File: src/rtl/bus_wake_pkg.sv
`timescale 1ns/1ps
package bus_wake_pkg;
   typedef enum logic [1:0] {
      MODE_STBY = 2'd0,
      MODE_ARM  = 2'd1,
      MODE_NORM = 2'd2
   } wake_mode_e;

   function automatic int unsigned cnt_width(input int unsigned limit);
      return (limit > 1) ? $clog2(limit) : 1;
   endfunction
endpackage

File: src/rtl/bus_wake_mode_seq.sv
`timescale 1ns/1ps
module bus_wake_mode_seq
   import bus_wake_pkg::*;
#(
   parameter int unsigned NM_DELAY_CYC = 2000
) (
   input  logic clk,
   input  logic rst_n,
   input  logic stb_i,
   output logic normal_o
);
   localparam int unsigned DLY_W = cnt_width(NM_DELAY_CYC);
   localparam logic [DLY_W-1:0] DLY_LAST = DLY_W'(NM_DELAY_CYC - 1);

   wake_mode_e       mode_q;
   logic [DLY_W-1:0] dly_q;

   always_ff @(posedge clk or negedge rst_n) begin
      if (!rst_n) begin
         mode_q <= MODE_STBY;
         dly_q  <= '0;
      end else begin
         case (mode_q)
            MODE_STBY: begin
               if (!stb_i) begin
                  mode_q <= MODE_ARM;
                  dly_q  <= '0;
               end
            end
            MODE_ARM: begin
               if (stb_i) begin
                  mode_q <= MODE_STBY;
               end else if (dly_q == DLY_LAST) begin
                  mode_q <= MODE_NORM;
               end else begin
                  dly_q <= dly_q + 1'b1;
               end
            end
            MODE_NORM: begin
               if (stb_i) mode_q <= MODE_STBY;
            end
            default: mode_q <= MODE_STBY;
         endcase
      end
   end

   assign normal_o = (mode_q == MODE_NORM);
endmodule

File: src/rtl/bus_wake_filter.sv
`timescale 1ns/1ps
module bus_wake_filter
   import bus_wake_pkg::*;
#(
   parameter int unsigned FILT_CYC = 500,
   parameter bit          GATED    = 1'b0
) (
   input  logic clk,
   input  logic rst_n,
   input  logic stby_i,
   input  logic bus_dom_i,
   output logic wake_o
);
   localparam int unsigned CNT_W = cnt_width(FILT_CYC + 1);
   localparam logic [CNT_W-1:0] CNT_FULL = CNT_W'(FILT_CYC);

   logic [CNT_W-1:0] run_q;
   logic             wake_q;
   logic             arm;

   generate
      if (GATED) begin : g_gated
         logic rec_seen_q;
         always_ff @(posedge clk or negedge rst_n) begin
            if (!rst_n)          rec_seen_q <= 1'b0;
            else if (!stby_i)    rec_seen_q <= 1'b0;
            else if (!bus_dom_i) rec_seen_q <= 1'b1;
         end
         assign arm = rec_seen_q;
      end else begin : g_free
         assign arm = 1'b1;
      end
   endgenerate

   always_ff @(posedge clk or negedge rst_n) begin
      if (!rst_n) begin
         run_q  <= '0;
         wake_q <= 1'b0;
      end else if (!stby_i || !bus_dom_i) begin
         run_q  <= '0;
         wake_q <= 1'b0;
      end else if (run_q == CNT_FULL) begin
         wake_q <= wake_q | arm;
      end else begin
         run_q <= run_q + 1'b1;
      end
   end

   assign wake_o = wake_q;
endmodule

File: src/rtl/bus_wake_pin_mux.sv
`timescale 1ns/1ps
module bus_wake_pin_mux (
   input  logic normal_i,
   input  logic wake_i,
   input  logic txd_i,
   input  logic bus_dom_i,
   output logic rxd_o,
   output logic tx_en_o,
   output logic rx_norm_o,
   output logic split_en_o
);
   always_comb begin
      if (normal_i) begin
         rxd_o   = ~bus_dom_i;
         tx_en_o = ~txd_i;
      end else begin
         rxd_o   = ~wake_i;
         tx_en_o = 1'b0;
      end
      rx_norm_o  = normal_i;
      split_en_o = normal_i;
   end
endmodule

File: src/rtl/bus_wake_ctrl.sv
`timescale 1ns/1ps
module bus_wake_ctrl #(
   parameter int unsigned FILT_CYC     = 500,
   parameter int unsigned NM_DELAY_CYC = 2000,
   parameter bit          GATED        = 1'b0
) (
   input  logic clk,
   input  logic rst_n,
   input  logic stb_i,
   input  logic txd_i,
   input  logic bus_dom_i,
   output logic rxd_o,
   output logic tx_en_o,
   output logic rx_norm_o,
   output logic split_en_o
);
   generate
      if (FILT_CYC < 1) begin : g_bad_filt
         $error("FILT_CYC must be at least 1");
      end
      if (NM_DELAY_CYC < 1) begin : g_bad_dly
         $error("NM_DELAY_CYC must be at least 1");
      end
   endgenerate

   logic normal;
   logic wake;

   bus_wake_mode_seq #(.NM_DELAY_CYC(NM_DELAY_CYC)) u_seq (
      .clk      (clk),
      .rst_n    (rst_n),
      .stb_i    (stb_i),
      .normal_o (normal)
   );

   bus_wake_filter #(.FILT_CYC(FILT_CYC), .GATED(GATED)) u_filt (
      .clk       (clk),
      .rst_n     (rst_n),
      .stby_i    (~normal),
      .bus_dom_i (bus_dom_i),
      .wake_o    (wake)
   );

   bus_wake_pin_mux u_mux (
      .normal_i   (normal),
      .wake_i     (wake),
      .txd_i      (txd_i),
      .bus_dom_i  (bus_dom_i),
      .rxd_o      (rxd_o),
      .tx_en_o    (tx_en_o),
      .rx_norm_o  (rx_norm_o),
      .split_en_o (split_en_o)
   );
endmodule

File: config.mk
export PLATFORM = sky130hd
export DESIGN_NAME = bus_wake_ctrl
export DESIGN_NICKNAME = d
export VERILOG_FILES = /design/src/rtl/bus_wake_pkg.sv /design/src/rtl/bus_wake_mode_seq.sv /design/src/rtl/bus_wake_filter.sv /design/src/rtl/bus_wake_pin_mux.sv /design/src/rtl/bus_wake_ctrl.sv
export SDC_FILE = /design/constraint.sdc
export NUM_CORES = 1
export LEC_CHECK = 0
export BUFFER_PORTS_ARGS = -buffer_cell sky130_fd_sc_hd__buf_2
export CAP_MARGIN = 20
export CORE_MARGIN = 1
export CORE_UTILIZATION = 34
export CTS_BUF_LIST = sky130_fd_sc_hd__clkbuf_16
export DETAILED_ROUTE_END_ITERATION = 10
export GPL_TIMING_DRIVEN = 0
export PLACE_DENSITY = 0.61
export SETUP_SLACK_MARGIN = 0.4
export SYNTH_ARGS = -nofsm -noshare
export SYNTH_HDL_FRONTEND = slang
export SYNTH_SLANG_ARGS = --single-unit
File: constraint.sdc
create_clock -name clk -period 1.8 [get_ports clk]
set_input_delay 0.36 -clock clk [delete_from_list [all_inputs] [get_ports clk]]
set_output_delay 0.36 -clock clk [all_outputs]
set_load 0.1 [all_outputs]
==> impl_summary.txt, run 1 <==
----------------------------------------------------
[Clock network]
  Max H-tree Level ... 1
  Root buffer selected by CTS ... sky130_fd_sc_hd__clkbuf_16
  Clock latency on the worst-skew pair ... 0.26 ns
  Clock Sinks ... 23
  CTS tree ... done
  Bufs on Longest Clock Path ... 2
  Clock-pin slew reported for the worst setup and hold paths after clock tree synthesis ... 0.07 ns
  Number of buffers added by the clock tree synthesis step ... 3
  Number of buffers inserted for hold repair after clock tree synthesis ... 0

[Synth]
  Ys flop type ... sky130_fd_sc_hd__dfrtp_1
  Most used standard cells in the synthesized netlist ... sky130_fd_sc_hd__dfrtp_1, sky130_fd_sc_hd__nand2_1, sky130_fd_sc_hd__nor2_1, sky130_fd_sc_hd__o21ai_0
  Number of enable-type register cells in the synthesized netlist ... 0
  Synthesis Warnings ... 0
  Sequential share of the synthesized area ... 0.4718
  Synthesized area ... 0.001220 mm2
  Syn Inst Count ... 129
  Most area-consuming cells after synthesis ... sky130_fd_sc_hd__dfrtp_1, sky130_fd_sc_hd__nand2_1, sky130_fd_sc_hd__o21ai_0
  Net count after synthesis ... 137
  Most instantiated library cell after synthesis ... sky130_fd_sc_hd__dfrtp_1
  Fraction of synthesis flops using an asynchronous set or reset pin ... 1.000
  Area leader, netlist ... sky130_fd_sc_hd__dfrtp_1
  Cell variety after synth ... 34
  Synthesized area per cell ... 9.457 um2
  Synthesis-stage register bit count ... 23
  Area share of the largest cell type after synthesis ... 0.4718

[Timing]
  Fin. max-slew vios ... 0
  Final Cycle Share ... 0.9146
  Final hold slack ... 0.06952 ns
  Rel. slew slack ... 0.6444
  Highest clock rate ... 607.4 MHz
  Setup TNS after final layout ... 0 ns
  Worst-Margin Slew ... 0.5333 ns
  Unrepaired setup endpoints after global routing ... true
  Final setup violating endpoints ... 0
  Final Hold Vio Count ... 0
  Final period demand of the worst path ... 1.646 ns
  Setup Skew ... 0.005787 ns

[Global routing]
  Number of global-route vias before repair ... 1177
  First-pass GRT wire length ... 5.250 mm
  Global router's overall resource usage ... 0.1945
  Antenna violations before repair ... 0
  Pin count of the biggest net entering global routing ... 24
  Global-route congestion overflow total ... 0

[Routing]
  Avg Vias per Cell ... 5.261
  Number of iterations in the first detailed-routing pass ... 3
  Via count ... 1110
  Initial DRC Count ... 88
  Detail-routed net length per standard cell ... 14.71 um
  Antenna-violating nets left ... 0
  # DRC ... 0
  Total wirelength of the detailed-routed design ... 3.103 mm

[Setup path]
  Critical-path maximum fanout ... 5
  Critical path capture point type ... output port
  Kind of critical path ... flop to output port
  Crit start category ... flop
  Critical path required time ... 1.44 ns
  Arr. time, crit path ... 1.29 ns

[Finish]
  Post-route core utilization ... 0.5567
  Growth of design area from synthesis to finish ... 54.67%
  # diodes ... 0
  Post-layout nets ... 174
  Number of standard cells in the layout, taps in and fillers out ... 211
  Count of filler cells inserted in the layout ... 295
  Proportion of layout cells with a drive suffix above 1 ... 0.4485

[Floorplan]
  Starting density of the core ... 0.3599
  DIE AREA ... 0.003832 mm2
  Core Area ... 0.003390 mm2
  Total number of placement rows ... 21
  Die outline width ... 61.90 um
  Die height ... 61.90 um
  Number of top-level pins ... 9

[Placed design]
  Placed Cells incl. Taps ... 183
  HPWL reported at the end of detailed placement ... 1.713 mm
  Routability-driven placement congestion ratio ... 0.7356
  Input/output buffers ... 8

[Run]
  Maximum capacitance violations ... 0

[Outcome]
  Outcome ... completed

[Hold path]
  Worst min-delay path category ... input port to asynchronous set/reset pin

[Power and ir drop]
  Leak Pwr ... 0.7584 nW
  Peak supply drop ... 0.4839 mV
  Power density relative to cell area ... 705.5 mW/mm2
  Total power ... 1.331 mW

----------------------------------------------------
==> power by group <==
group | total [mW] | internal, mW | switching, mW
registers | 0.602 | 0.555 | 0.0471
logic | 0.225 | 0.110 | 0.115
clock network | 0.505 | 0.302 | 0.203
==> area by class of cell <==
| type | count | area (um2) | area share |
|---|---|---|---|
| plain buffers | 3 | 36.28 | 0.01923 |
| clock buffers | 3 | 75.07 | 0.03979 |
| clock inverters | 1 | 7.507 | 0.003979 |
| inverters | 8 | 33.78 | 0.01790 |
| multi-input cells | 95 | 778.2 | 0.4125 |
| flip-flops and latches | 23 | 583.1 | 0.3090 |
| well taps | 46 | 57.56 | 0.03050 |
| repair buffers | 32 | 315.3 | 0.1671 |
==> cell families after synthesis <==
family | after synthesis | synth area share
buffers and inverters | 11 | 0.04102
multiplexers | 5 | 0.04308
AO/OA/AOI/OAI | 28 | 0.1436
flip-flops | 23 | 0.4718
AND/OR/NAND/NOR | 56 | 0.2482
adder cells (fa/ha/maj) | 3 | 0.03077
XOR/XNOR | 3 | 0.02154
==> sequential cells by signal (all words and copies together), names as in the netlist <==
name and flops:
u_filt.run_q 9, u_seq.mode_q 2, u_filt.wake_o 1, u_seq.dly_q 11
==> placed cells by master, fill, tap and decap left out, drive strengths merged, types with 2 or more instances in the layout <==
master / n
nor3: 4
xnor2: 2
clkbuf: 3
clkinvlp: 2
dfrtp: 23
nand3: 5
a22o: 3
inv: 7
mux2i: 3
nand4b: 2
nor2: 13
or3: 7
mux2: 2
o21ai: 10
nand2: 14
nand4: 4
buf: 35
nor4: 2
a21oi: 9
ha: 3
==> through the flow <==
step                      area, um2  setup WS (ns)
final                          1887         0.1537
after global routing           1887        0.09276
after CTS                      1794         0.1352
after detailed placement       1370        0.04572
after global placement         1370        0.05303
after floorplan                1272        0.03049
==> final timing paths <==
check | from | end | slack, ns | cells after the start
hold reg to reg | u_filt.run_q[7] | u_filt.run_q[7] | 0.56 | 2
setup / recovery | u_seq.mode_q[1] | rxd_o | 0.15 | 3
setup reg to reg | u_seq.dly_q[0] | u_seq.dly_q[0] | 0.16 | 6
min in group clk | stb_i | u_seq.mode_q[1] | 0.28 | 2
hold / removal | rst_n | u_seq.dly_q[9] | 0.07 | 1
max in group asynchronous | rst_n | u_seq.dly_q[1] | 1.34 | 1
==> what timing repair did <==
action                                  CTS  global route
gates cloned                              0             0
endpoints found under the setup margin   20            21
resized for setup                        46            14
pin swaps                                15             7
setup buffers                            21             3
==> metal layers <==
metal | up-vias | GRT usage | wire [um]
met2 | 9 | 0.3610 | 1745
met5 | - | 0 | 0
met1 | 555 | 0.1898 | 1226
met3 | 8 | 0.06004 | 70
li1 | 538 | - | -
met4 | 0 | 0.1111 | 60
==> worst max-delay path, cell delays in order (launching register included) <==
cell and delay (ns):
sky130_fd_sc_hd__dfrtp_2 0.43, sky130_fd_sc_hd__nand2b_4 0.14, sky130_fd_sc_hd__mux2i_4 0.26, sky130_fd_sc_hd__buf_12 0.19
Note: power is estimated with default switching activity, not from simulation.
==> inputs of run 2 (changes only) <==
- CTS_BUF_LIST: sky130_fd_sc_hd__clkbuf_16 -> unset
==> run 2 against run 1 <==
  * The run now ends with hold timing left
  * Clock skew increased by 0.00087 ns
  * Core utilization increased by 1.2 points
  * Die area unchanged
  * Register-to-register slack got worse by 0.07 ns
  * Non-clock buffer count increased by 10
  * Via count increased by 6.7%
  * Final cell count increased by 4.7%
  * Clock-buffer cell count unchanged
  * Clock power decreased by 48%
  * Largest cell class unchanged
  * Highest routed layer unchanged
==> impl_summary.txt, run 2 (synthesis gave the netlist of run 1 again) <==
----------------------------------------------------
[Outcome]
  Outcome ... finished with violations (was completed)
  Failing checks ... hold timing

[Placed design]
  Routability-driven placement congestion ratio ... 0.7356 (unchanged)
  Total cell area at the placement stage ... 0.001370 mm2 (unchanged)
  Worst-case setup slack after placement ... 0.04572 ns (unchanged)
  Input/output buffers ... 8 (unchanged)
  Placed Cells incl. Taps ... 183 (unchanged)
  HPWL reported at the end of detailed placement ... 1.713 mm (unchanged)

[Timing]
  Final period demand of the worst path ... 1.744 ns (was 1.646 ns)
  Highest clock rate ... 573.4 MHz (was 607.4 MHz)
  Final setup violating endpoints ... 0 (unchanged)
  Fin. max-slew vios ... 0 (unchanged)
  Unrepaired setup endpoints after global routing ... true (unchanged)
  Final hold slack ... -0.02208 ns (was 0.06952 ns)
  Setup Skew ... 0.006655 ns (was 0.005787 ns)
  Worst-Margin Slew ... 0.5207 ns (was 0.5333 ns)
  Final setup margin ... 0.05602 ns (was 0.1537 ns)
  Final Hold Vio Count ... 23 (was 0)
  Rel. slew slack ... 0.6528 (was 0.6444)
  Final Cycle Share ... 0.9689 (was 0.9146)

[Global routing]
  First-pass GRT wire length ... 5.030 mm (was 5.250 mm)
  Global-route congestion overflow total ... 0 (unchanged)
  Number of global-route vias before repair ... 1131 (was 1177)
  Antenna violations before repair ... 0 (unchanged)
  Global router's overall resource usage ... 0.1811 (was 0.1945)
  Pin count of the biggest net entering global routing ... 24 (unchanged)

[Clock network]
  Max H-tree Level ... 1 (unchanged)
  Clock-pin slew reported for the worst setup and hold paths after clock tree synthesis ... 0.14 ns (was 0.07 ns)
  Number of buffers inserted for hold repair after clock tree synthesis ... 0 (unchanged)
  Clock Sinks ... 23 (unchanged)
  Clock latency on the worst-skew pair ... 0.33 ns (was 0.26 ns)
  Number of buffers added by the clock tree synthesis step ... 3 (unchanged)
  CTS tree ... done (unchanged)
  Bufs on Longest Clock Path ... 2 (unchanged)
  Root buffer selected by CTS ... sky130_fd_sc_hd__clkbuf_4 (was sky130_fd_sc_hd__clkbuf_16)

[Routing]
  Total wirelength of the detailed-routed design ... 3.392 mm (was 3.103 mm)
  Number of iterations in the first detailed-routing pass ... 4 (was 3)
  Antenna-violating nets left ... 0 (unchanged)
  # DRC ... 0 (unchanged)
  Via count ... 1184 (was 1110)
  Detail-routed net length per standard cell ... 15.35 um (was 14.71 um)
  Avg Vias per Cell ... 5.357 (was 5.261)
  Initial DRC Count ... 101 (was 88)

[Finish]
  Reg area ... 583.1 um2 (unchanged)
  Proportion of layout cells with a drive suffix above 1 ... 0.4857 (was 0.4485)
  Top library cells by usage in the layout, fill and taps aside ... sky130_fd_sc_hd__buf_4, sky130_fd_sc_hd__dfrtp_1, sky130_fd_sc_hd__nand2_1 (unchanged)
  # diodes ... 0 (unchanged)
  Biggest registers after layout ... u_seq.dly_q x11, u_filt.run_q x9, u_seq.mode_q x2 (unchanged)
  Multi-input logic area ... 788.3 um2 (was 778.2 um2)
  Growth of design area from synthesis to finish ... 57.95% (was 54.67%)
  Number of standard cells in the layout, taps in and fillers out ... 221 (was 211)
  Most flop-heavy register ... u_seq.dly_q (unchanged)
  Count of filler cells inserted in the layout ... 278 (was 295)
  Post-route cell area ... 0.001927 mm2 (was 0.001887 mm2)
  Number of flip-flops in the largest register ... 11 (unchanged)
  Post-layout nets ... 184 (was 174)
  Most common library cell in the layout ignoring fill and taps ... sky130_fd_sc_hd__buf_4

[Setup path]
  Crit-path max cell delay ... 0.47 ns (was 0.43 ns)
  Kind of critical path ... flop to output port (unchanged)
  Crit start category ... flop (unchanged)
  Critical-path maximum fanout ... 4 (was 5)
  Arr. time, crit path ... 1.38 ns (was 1.29 ns)
  Cell-by-cell trace of the critical path ... nand2b_4 -> mux2i_4 -> buf_12 (unchanged)
  Critical path's slowest cell ... sky130_fd_sc_hd__dfrtp_2 (unchanged)
  Critical path required time ... 1.44 ns (about the same)
  Critical path capture point type ... output port (unchanged)

[Floorplan]
  Number of top-level pins ... 9 (unchanged)
  Total number of placement rows ... 21 (unchanged)
  Core Area ... 0.003390 mm2 (unchanged)
  DIE AREA ... 0.003832 mm2 (unchanged)
  Starting density of the core ... 0.3599 (unchanged)
  Die height ... 61.90 um (unchanged)
  Die outline width ... 61.90 um (unchanged)

[Power and ir drop]
  Total power ... 1.139 mW (was 1.331 mW)
  Power density relative to cell area ... 591.2 mW/mm2 (was 705.5 mW/mm2)
  Leak Pwr ... 0.7926 nW (was 0.7584 nW)
  Peak supply drop ... 0.3823 mV (was 0.4839 mV)

[Run]
  Maximum capacitance violations ... 0 (unchanged)

[Hold path]
  Worst min-delay path category ... input port to asynchronous set/reset pin (unchanged)

----------------------------------------------------
run 2: changes by cell type in the layout (fill, tap and decap cells not counted), moves of 2 or more:
cell,delta
sky130_fd_sc_hd__buf_4,+8
sky130_fd_sc_hd__buf_6,+2
sky130_fd_sc_hd__clkbuf_16,-3
sky130_fd_sc_hd__clkbuf_4,+3
run 2: cell type report:
cell class / instances / share of cell area
multi-input combinational: 95 / 0.4091
sequential: 23 / 0.3026
timing repair buffer: 42 / 0.2065
tap: 46 / 0.02987
buffer: 3 / 0.01883
inverter: 8 / 0.01753
clock buffer: 3 / 0.01169
clock inverter: 1 / 0.003896
run 2: power breakdown:
part	leakage [nW]	internal (mW)	switching, mW
Sequential	0.302	0.554	0.0398
Clock	0.0139	0.0851	0.177
Combinational	0.477	0.148	0.134
Total	0.793	0.787	0.352
run 2: stage by stage:
step                      setup TNS (ns)    util
after floorplan                        0       -
after global placement                 0  0.4042
after detailed placement               0  0.4042
after CTS                              0  0.5194
after global routing            -0.05313  0.5685
final                                  0  0.5685
run 2: critical path, delay by kind of cell (launching register included):
family                 cells  cell delay (ns)
flip-flops                 1             0.47
multiplexers               1             0.26
buffers and inverters      1             0.19
AND/OR/NAND/NOR            1             0.14
run 2: repair_timing:
action | CTS | global route
buffers inserted | 24 | 9
resized for setup | 46 | 20
setup endpoints to repair | 20 | 22
pin swaps | 18 | 7
cloned | 0 | 1
run 2: final timing paths:
kind | cells after the start | end | from | slack, ns
max in group asynchronous | 1 | u_seq.dly_q[1] | rst_n | 1.44
min | 1 | u_seq.dly_q[9] | rst_n | -0.02
max | 3 | rxd_o | u_seq.mode_q[1] | 0.06
min reg2reg | 2 | u_filt.run_q[7] | u_filt.run_q[7] | 0.57
max reg2reg | 6 | u_seq.dly_q[0] | u_seq.dly_q[0] | 0.09
min in group clk | 2 | u_seq.mode_q[1] | stb_i | 0.21
run 2: routing by layer:
| metal | vias up | share of wire | track usage |
|---|---|---|---|
| met5 | - | 0 | 0 |
| met3 | 14 | 0.030 | 0.04141 |
| met4 | 0 | 0.032 | 0.06349 |
| li1 | 555 | - | - |
| met1 | 585 | 0.39 | 0.1917 |
| met2 | 30 | 0.55 | 0.3487 |
